## src/rtl/usb_irq_pkg.sv

```systemverilog
package usb_irq_pkg;
  localparam int FLAG_W   = 8;
  localparam int B_STALL  = 7;
  localparam int B_ATTACH = 6;
  localparam int B_RESUME = 5;
  localparam int B_IDLE   = 4;
  localparam int B_TOKEN  = 3;
  localparam int B_SOF    = 2;
  localparam int B_ERROR  = 1;
  localparam int B_DETACH = 0;

  localparam int N_TMR   = 3;
  localparam int T_ATT   = 0;
  localparam int T_RES   = 1;
  localparam int T_IDLE  = 2;

  function automatic logic is_se0(logic dp, logic dm);
    return !dp && !dm;
  endfunction

  // K: differential 1 at low speed, differential 0 at full speed
  function automatic logic is_k(logic dp, logic dm, logic ls);
    return ls ? (dp && !dm) : (!dp && dm);
  endfunction

  function automatic logic is_j(logic dp, logic dm, logic ls);
    return ls ? (!dp && dm) : (dp && !dm);
  endfunction
endpackage

```

## src/rtl/usb_line_timer.sv

```systemverilog
module usb_line_timer #(
  parameter int CNT_W = 24
) (
  input  logic             clk_i,
  input  logic             rst_ni,
  input  logic             cond_i,
  input  logic [CNT_W-1:0] limit_i,
  output logic             fire_o
);
  logic [CNT_W-1:0] cnt_q;
  logic [CNT_W-1:0] last;
  logic             done_q;

  assign last   = (limit_i == '0) ? '0 : limit_i - 1'b1;
  assign fire_o = cond_i && !done_q && (cnt_q == last);

  always_ff @(posedge clk_i or negedge rst_ni) begin
    if (!rst_ni) begin
      cnt_q  <= '0;
      done_q <= 1'b0;
    end else if (!cond_i) begin
      cnt_q  <= '0;
      done_q <= 1'b0;
    end else begin
      if (cnt_q < last) cnt_q <= cnt_q + 1'b1;
      if (fire_o) done_q <= 1'b1;
    end
  end

  // a broken condition re-arms the detector
  p_rearm_r10: assert property (@(posedge clk_i) disable iff (!rst_ni)
    (!cond_i) |=> (cnt_q == '0 && !done_q));
endmodule

```

## src/rtl/usb_detach_gate.sv

```systemverilog
module usb_detach_gate (
  input  logic clk_i,
  input  logic rst_ni,
  input  logic evt_i,
  input  logic bus_reset_i,
  output logic set_o
);
  logic armed_q;
  logic rst_q;

  assign set_o = evt_i && armed_q;

  always_ff @(posedge clk_i or negedge rst_ni) begin
    if (!rst_ni) begin
      armed_q <= 1'b1;
      rst_q   <= 1'b0;
    end else begin
      rst_q <= bus_reset_i;
      if (set_o)                       armed_q <= 1'b0;
      else if (rst_q && !bus_reset_i)  armed_q <= 1'b1;
    end
  end

  p_one_detach_r11: assert property (@(posedge clk_i) disable iff (!rst_ni)
    set_o |=> !set_o);
endmodule

```

## src/rtl/usb_irq_flags.sv

```systemverilog
module usb_irq_flags #(
  parameter int W = 8
) (
  input  logic         clk_i,
  input  logic         rst_ni,
  input  logic [W-1:0] set_i,
  input  logic [W-1:0] clr_i,
  output logic [W-1:0] flags_o
);
  for (genvar b = 0; b < W; b++) begin : g_bit
    logic q;
    always_ff @(posedge clk_i or negedge rst_ni) begin
      if (!rst_ni)        q <= 1'b0;
      else if (set_i[b])  q <= 1'b1;   // set beats clear
      else if (clr_i[b])  q <= 1'b0;
    end
    assign flags_o[b] = q;

    p_set_wins_r4: assert property (@(posedge clk_i) disable iff (!rst_ni)
      set_i[b] |=> flags_o[b]);
    p_w1c_r3: assert property (@(posedge clk_i) disable iff (!rst_ni)
      (clr_i[b] && !set_i[b]) |=> !flags_o[b]);
    p_sticky_r3: assert property (@(posedge clk_i) disable iff (!rst_ni)
      (flags_o[b] && !clr_i[b]) |=> flags_o[b]);
  end
endmodule

```

## src/rtl/usb_line_irq.sv

```systemverilog
module usb_line_irq
  import usb_irq_pkg::*;
#(
  parameter int US_W          = 8,
  parameter int CNT_W         = 24,
  parameter int ATT_HALF_US   = 5,
  parameter int IDLE_US       = 3000
) (
  input  logic        clk_i,
  input  logic        rst_ni,
  input  logic        dp_i,
  input  logic        dm_i,
  input  logic        low_speed_i,
  input  logic [7:0]  cyc_per_us_i,
  input  logic        stall_evt_i,
  input  logic        token_done_i,
  input  logic        sof_evt_i,
  input  logic [7:0]  err_evt_i,
  input  logic [7:0]  err_en_i,
  input  logic        detach_evt_i,
  input  logic        bus_reset_i,
  input  logic [7:0]  irq_en_i,
  input  logic        wr_i,
  input  logic        rd_i,
  input  logic [15:0] wdata_i,
  output logic [15:0] rdata_o,
  output logic        irq_o
);
  localparam int DW = 16;

  logic [CNT_W-1:0]  cyc_ext;
  logic [CNT_W-1:0]  lim_att;
  logic [CNT_W-1:0]  lim_idle;
  logic [1:0]        line_q;
  logic              se0_now, k_now, j_now;
  logic [N_TMR-1:0]  t_cond;
  logic [N_TMR-1:0]  t_fire;
  logic [CNT_W-1:0]  t_lim [N_TMR];
  logic              det_set;
  logic [FLAG_W-1:0] set_v, clr_v, flags;
  logic [DW-1:0]     rdata_q;
  logic              unused_hi;

  assign cyc_ext  = CNT_W'(cyc_per_us_i);
  assign lim_att  = (cyc_ext * CNT_W'(ATT_HALF_US)) >> 1;
  assign lim_idle = cyc_ext * CNT_W'(IDLE_US);

  assign se0_now = is_se0(dp_i, dm_i);
  assign k_now   = is_k(dp_i, dm_i, low_speed_i);
  assign j_now   = is_j(dp_i, dm_i, low_speed_i);

  always_ff @(posedge clk_i or negedge rst_ni) begin
    if (!rst_ni) line_q <= 2'b00;
    else         line_q <= {dp_i, dm_i};
  end

  // attach: non-SE0 and no line change
  assign t_cond[T_ATT]  = !se0_now && ({dp_i, dm_i} == line_q);
  assign t_cond[T_RES]  = k_now;
  assign t_cond[T_IDLE] = j_now;
  assign t_lim[T_ATT]   = lim_att;
  assign t_lim[T_RES]   = lim_att;
  assign t_lim[T_IDLE]  = lim_idle;

  for (genvar t = 0; t < N_TMR; t++) begin : g_tmr
    usb_line_timer #(.CNT_W(CNT_W)) u_tmr (
      .clk_i   (clk_i),
      .rst_ni  (rst_ni),
      .cond_i  (t_cond[t]),
      .limit_i (t_lim[t]),
      .fire_o  (t_fire[t])
    );
  end

  usb_detach_gate u_det (
    .clk_i       (clk_i),
    .rst_ni      (rst_ni),
    .evt_i       (detach_evt_i),
    .bus_reset_i (bus_reset_i),
    .set_o       (det_set)
  );

  always_comb begin
    set_v           = '0;
    set_v[B_STALL]  = stall_evt_i;
    set_v[B_ATTACH] = t_fire[T_ATT];
    set_v[B_RESUME] = t_fire[T_RES];
    set_v[B_IDLE]   = t_fire[T_IDLE];
    set_v[B_TOKEN]  = token_done_i;
    set_v[B_SOF]    = sof_evt_i;
    set_v[B_ERROR]  = |(err_evt_i & err_en_i);
    set_v[B_DETACH] = det_set;
  end

  assign clr_v     = wr_i ? wdata_i[FLAG_W-1:0] : '0;
  assign unused_hi = ^wdata_i[DW-1:FLAG_W];

  usb_irq_flags #(.W(FLAG_W)) u_flags (
    .clk_i   (clk_i),
    .rst_ni  (rst_ni),
    .set_i   (set_v),
    .clr_i   (clr_v),
    .flags_o (flags)
  );

  always_ff @(posedge clk_i or negedge rst_ni) begin
    if (!rst_ni)   rdata_q <= '0;
    else if (rd_i) rdata_q <= {{(DW-FLAG_W){1'b0}}, flags};
  end

  assign rdata_o = rdata_q;
  assign irq_o   = |(flags & irq_en_i);

  p_read_r2: assert property (@(posedge clk_i) disable iff (!rst_ni)
    rd_i |=> (rdata_o[15:8] == 8'h00 && rdata_o[7:0] == $past(flags)));
  p_err_mask_r6: assert property (@(posedge clk_i) disable iff (!rst_ni)
    (!flags[B_ERROR] && (err_evt_i & err_en_i) == 8'h00) |=> !flags[B_ERROR]);
  p_attach_line_r7: assert property (@(posedge clk_i) disable iff (!rst_ni)
    $rose(flags[B_ATTACH]) |-> !$past(se0_now));
  p_resume_k_r8: assert property (@(posedge clk_i) disable iff (!rst_ni)
    $rose(flags[B_RESUME]) |-> $past(k_now));
  p_idle_j_r9: assert property (@(posedge clk_i) disable iff (!rst_ni)
    $rose(flags[B_IDLE]) |-> $past(j_now));
  p_irq_src_r12: assert property (@(posedge clk_i) disable iff (!rst_ni)
    irq_o |-> (flags != '0));
endmodule

```

## config.mk

```make
export PLATFORM = sky130hd
export DESIGN_NAME = usb_line_irq
export DESIGN_NICKNAME = d
export VERILOG_FILES = /design/src/rtl/usb_irq_pkg.sv /design/src/rtl/usb_line_timer.sv /design/src/rtl/usb_detach_gate.sv /design/src/rtl/usb_irq_flags.sv /design/src/rtl/usb_line_irq.sv
export SDC_FILE = /design/constraint.sdc
export NUM_CORES = 1
export LEC_CHECK = 0
export ABC_AREA = 1
export BUFFER_PORTS_ARGS = -buffer_cell sky130_fd_sc_hd__buf_2
export CORE_MARGIN = 3
export CORE_UTILIZATION = 60
export CTS_BUF_LIST = sky130_fd_sc_hd__clkbuf_4 sky130_fd_sc_hd__clkbuf_8 sky130_fd_sc_hd__clkbuf_16
export CTS_CLUSTER_SIZE = 14
export DETAILED_ROUTE_END_ITERATION = 8
export GPL_ROUTABILITY_DRIVEN = 0
export PLACE_DENSITY = 0.85
export SLEW_MARGIN = 10
export SYNTH_ARGS = -nofsm -noshare
export SYNTH_HDL_FRONTEND = slang
export SYNTH_HIERARCHICAL = 1
export SYNTH_SLANG_ARGS = --single-unit
export TNS_END_PERCENT = 30
```

## constraint.sdc

```tcl
create_clock -name clk_i -period 1.9 [get_ports clk_i]
set_input_delay 0.19 -clock clk_i [delete_from_list [all_inputs] [get_ports clk_i]]
set_output_delay 0.19 -clock clk_i [all_outputs]
set_load 0.005 [all_outputs]
```

==> key figures <==
Cells and area
  – Fill cells: between 1000 and 1500
  – Most common cell after layout, fill and taps aside: nand2_1
  – Sequential cell area: 0.00238 mm^2
  – Non-filler cells, final: 2559
  – Share of cells above drive strength 1: 0.261
  – Diodes inserted: 0
  – Nets: 2503
  – Most frequent cells in the layout: 511 x nand2_1, 261 x inv_1, 251 x buf_4
  – Final core utilization: 0.817
  – Fin area: 0.0163 mm^2
  – P&R area growth vs syn: 31.1%
  – Multi-input logic area: 0.00974 mm^2

Outcome
  – Violated checks: setup timing
  – Status: finished, violations left

Yosys
  – FF+latch count, synth: 95
  – Synth Warn #: 6
  – Average size of a mapped cell: 6.64 um^2
  – Top_reg_cell synth: dfrtp_1
  – Synth cell types: 52
  – Netlist Area Pre-Place: 0.0124 mm^2
  – Post-synth EDFFs: 0
  – Mapped Cells: around 1900
  – Seq/Total Area, Yosys: 0.192
  – FFs w/ async S/R, synth: 1.00

Detailed routing
  – Final wirelength: approximately 40 mm
  – Drt first pass iters: 8
  – ANT nets after route: 0
  – DRT iter0 DRCs: 1157
  – DR vias: 14100
  – Routed wire per std cell: ~16 um
  – DRC viols: 0
  – Routed vias/inst: roughly 5.5

Clock tree
  – Clock input transition at the sequential cells of the worst setup and hold paths: 0.08 ns
  – Worst skew pair latency: 0.36 ns
  – TritonCTS clock tree: built
  – TritonCTS Buffers: 9
  – Clock sink count: between 90 and 100
  – H-tree Lvls: 3
  – Root Driver: clkbuf_16
  – Clk buf depth: 2

Floorplan
  – Die width: 150 um
  – Initial core utilization: 0.623
  – FP Rows: 51
  – Die height: 150 um
  – # IOs: 77
  – Die area: 0.0224 mm^2
  – Area of the core: 0.0199 mm^2

Setup path
  – CP Data Required Time: 2.20 ns
  – Critical path capture point type: flop
  – Crit path max-delay cell type: fa_1
  – Worst setup SP type: primary input
  – WP data arrival: 5.89 ns
  – Top cell by count, worst path: nand2_1
  – Worst Setup SP: cyc_per_us_i[5]
  – Critical register-to-register path startpoint: g_tmr[0].u_tmr/cnt_q[21]
  – CP Class: in -> reg
  – Slowest stage delay, CP: 0.50 ns
  – CP max FO: 12

Global route
  – Vias in the first global route: between 10000 and 15000
  – Initial antenna violation count: 0
  – Global Route Usage Sum: 0.322
  – Largest net degree at the start of global routing: 96
  – First-pass GRT wire length: 59.7 mm
  – Aggregate global routing overflow: 0

Placement
  – HPWL after DPL: between 20 and 30 mm
  – PortBufs: 60
  – Post-place instance area: approximately 0.015 mm^2
  – Setup Slack @ Placement: -3.83 ns
  – Inst Count DP: 2521

Timing
  – Min Hold Slack: 0.0226 ns
  – Final Setup Violations: 78
  – Unrepaired setup endpoints after global routing: true
  – Final hold violations: 0
  – Max-slew violation count: 0
  – Final worst path period share: 2.94
  – Post-route setup slack: -3.70 ns
  – Setup TNS: -212.28 ns
  – Least-Margin Pin Slew: 0.664 ns
  – Clk_skew: roughly 0.012 ns
  – Tmin final: 5.60 ns
  – FMAX: about 180 MHz
  – Worst rel slew slack: 0.557

Hold path
  – Min-delay src: token_done_i
  – Hold WC Path Type: in -> reg

Power and ir drop
  – PwrDens: ~790 mW/mm^2
  – Max rail drop VDD: ~0.00094 V
  – Tot Pwr: 12.9 mW
  – Leak pwr: slightly above 9 nW

Flow run
  – Total of max-cap violations: 0
[registers in the layout (all words and copies together), names as in the netlist]
| name | flops |
|---|---|
| g_tmr.u_tmr/cnt_q | 72 |
| g_tmr.u_tmr/done_q | 3 |
| line_q | 2 |
| rdata_o | 8 |
| u_det/armed_q | 1 |
| u_det/rst_q | 1 |
| u_flags/g_bit.q | 8 |
[path summary, 6_finish.rpt]
check / cells past startpoint / slack (ns) / to
max: 36 / -3.70 / g_tmr[2].u_tmr/cnt_q[12]
min: 3 / 0.02 / u_flags/g_bit[3].q
max reg2reg: 10 / -0.27 / g_tmr[0].u_tmr/cnt_q[2]
min reg2reg: 2 / 0.48 / u_det/armed_q
max in group asynchronous: 3 / 1.01 / g_tmr[2].u_tmr/cnt_q[19]
min in group asynchronous: 3 / 0.39 / g_tmr[1].u_tmr/cnt_q[23]
[kinds of logic after synthesis]
kind of cell,share of synthesized area
flops,0.192
mux,0.00726
simple gates,0.428
compound gates,0.0392
other cells,0.000302
buf+inv,0.116
fa+ha+maj,0.171
xor+xnor,0.0459
[timing repair]
| item | in CTS | in global routing |
|---|---|---|
| endpoints found under the hold margin | 96 | 0 |
| pin swaps | 19 | 45 |
| setup endpoints to repair | 78 | 78 |
| cloned | 2 | 5 |
| hold buffers | 3 | 0 |
| resized for setup | 46 | 91 |
| setup buffers | 7 | 5 |
[worst max-delay path: cells and delay by family]
kind            cells  cell delay, ns
compound gates      1            0.06
fa+ha+maj           6            2.51
simple gates       19            2.02
buf+inv            10            1.09
[power breakdown]
part           internal [mW]  total (mW)  switching, mW
logic                   4.05        9.00           4.95
clock network          0.955        1.83          0.871
registers               2.07        2.10         0.0306
total                   7.07        12.9           5.85
[synthesized netlist by cell type, types with 2 or more instances]
master    number  area [um^2]
a21o_1         9         67.6
a21oi_1       35          175
a21oi_2        5         43.8
a221oi_1       4         35.0
a31o_2         2         17.5
buf_1          2         7.51
buf_2         12         60.1
buf_4         19          143
buf_6         11          124
clkbuf_1       3         11.3
clkbuf_8       3         41.3
clkinv_1       2         7.51
dfrtp_1       94         2350
fa_1          26          521
ha_1         128         1600
inv_1        271         1020
inv_2          8         30.0
mux2_2         8         90.1
nand2_1      542         2030
nand2_2       13         81.3
nand2_4        5         56.3
nand3_1      240         1200
nand3_2       29          290
nand3_4        4         70.1
nand3b_1       3         22.5
nand4_1       18          113
nand4_2        2         25.0
nor2_1       196          736
nor2_2        22          138
nor2_4        20          225
nor3_1        11         55.1
nor3_2         2         20.0
nor3_4         3         48.8
nor4_1         2         12.5
o21ai_0        9         45.0
o21bai_1       7         52.6
o22ai_1        3         18.8
or2_1          3         18.8
or2_2         18          113
xnor2_1       21          184
xor2_1        44          385
[routing by layer]
layer  up-vias  wire (um)  GRT usage
met5         -          0          0
met3       266       2740     0.0466
met4         0       2660      0.168
li1       6611          -          -
met2       771      19900      0.579
met1      6499      14800      0.369
[area by class of cell]
type / count / area share
Clock buffer: 11 / 0.0152
Clock inverter: 5 / 0.00246
Inverter: 281 / 0.0653
Multi-Input combinational cell: 1578 / 0.599
Sequential cell: 95 / 0.146
Tap cell: 265 / 0.0204
Timing Repair Buffer: 324 / 0.151
Note: power is estimated with default switching activity, not from simulation.
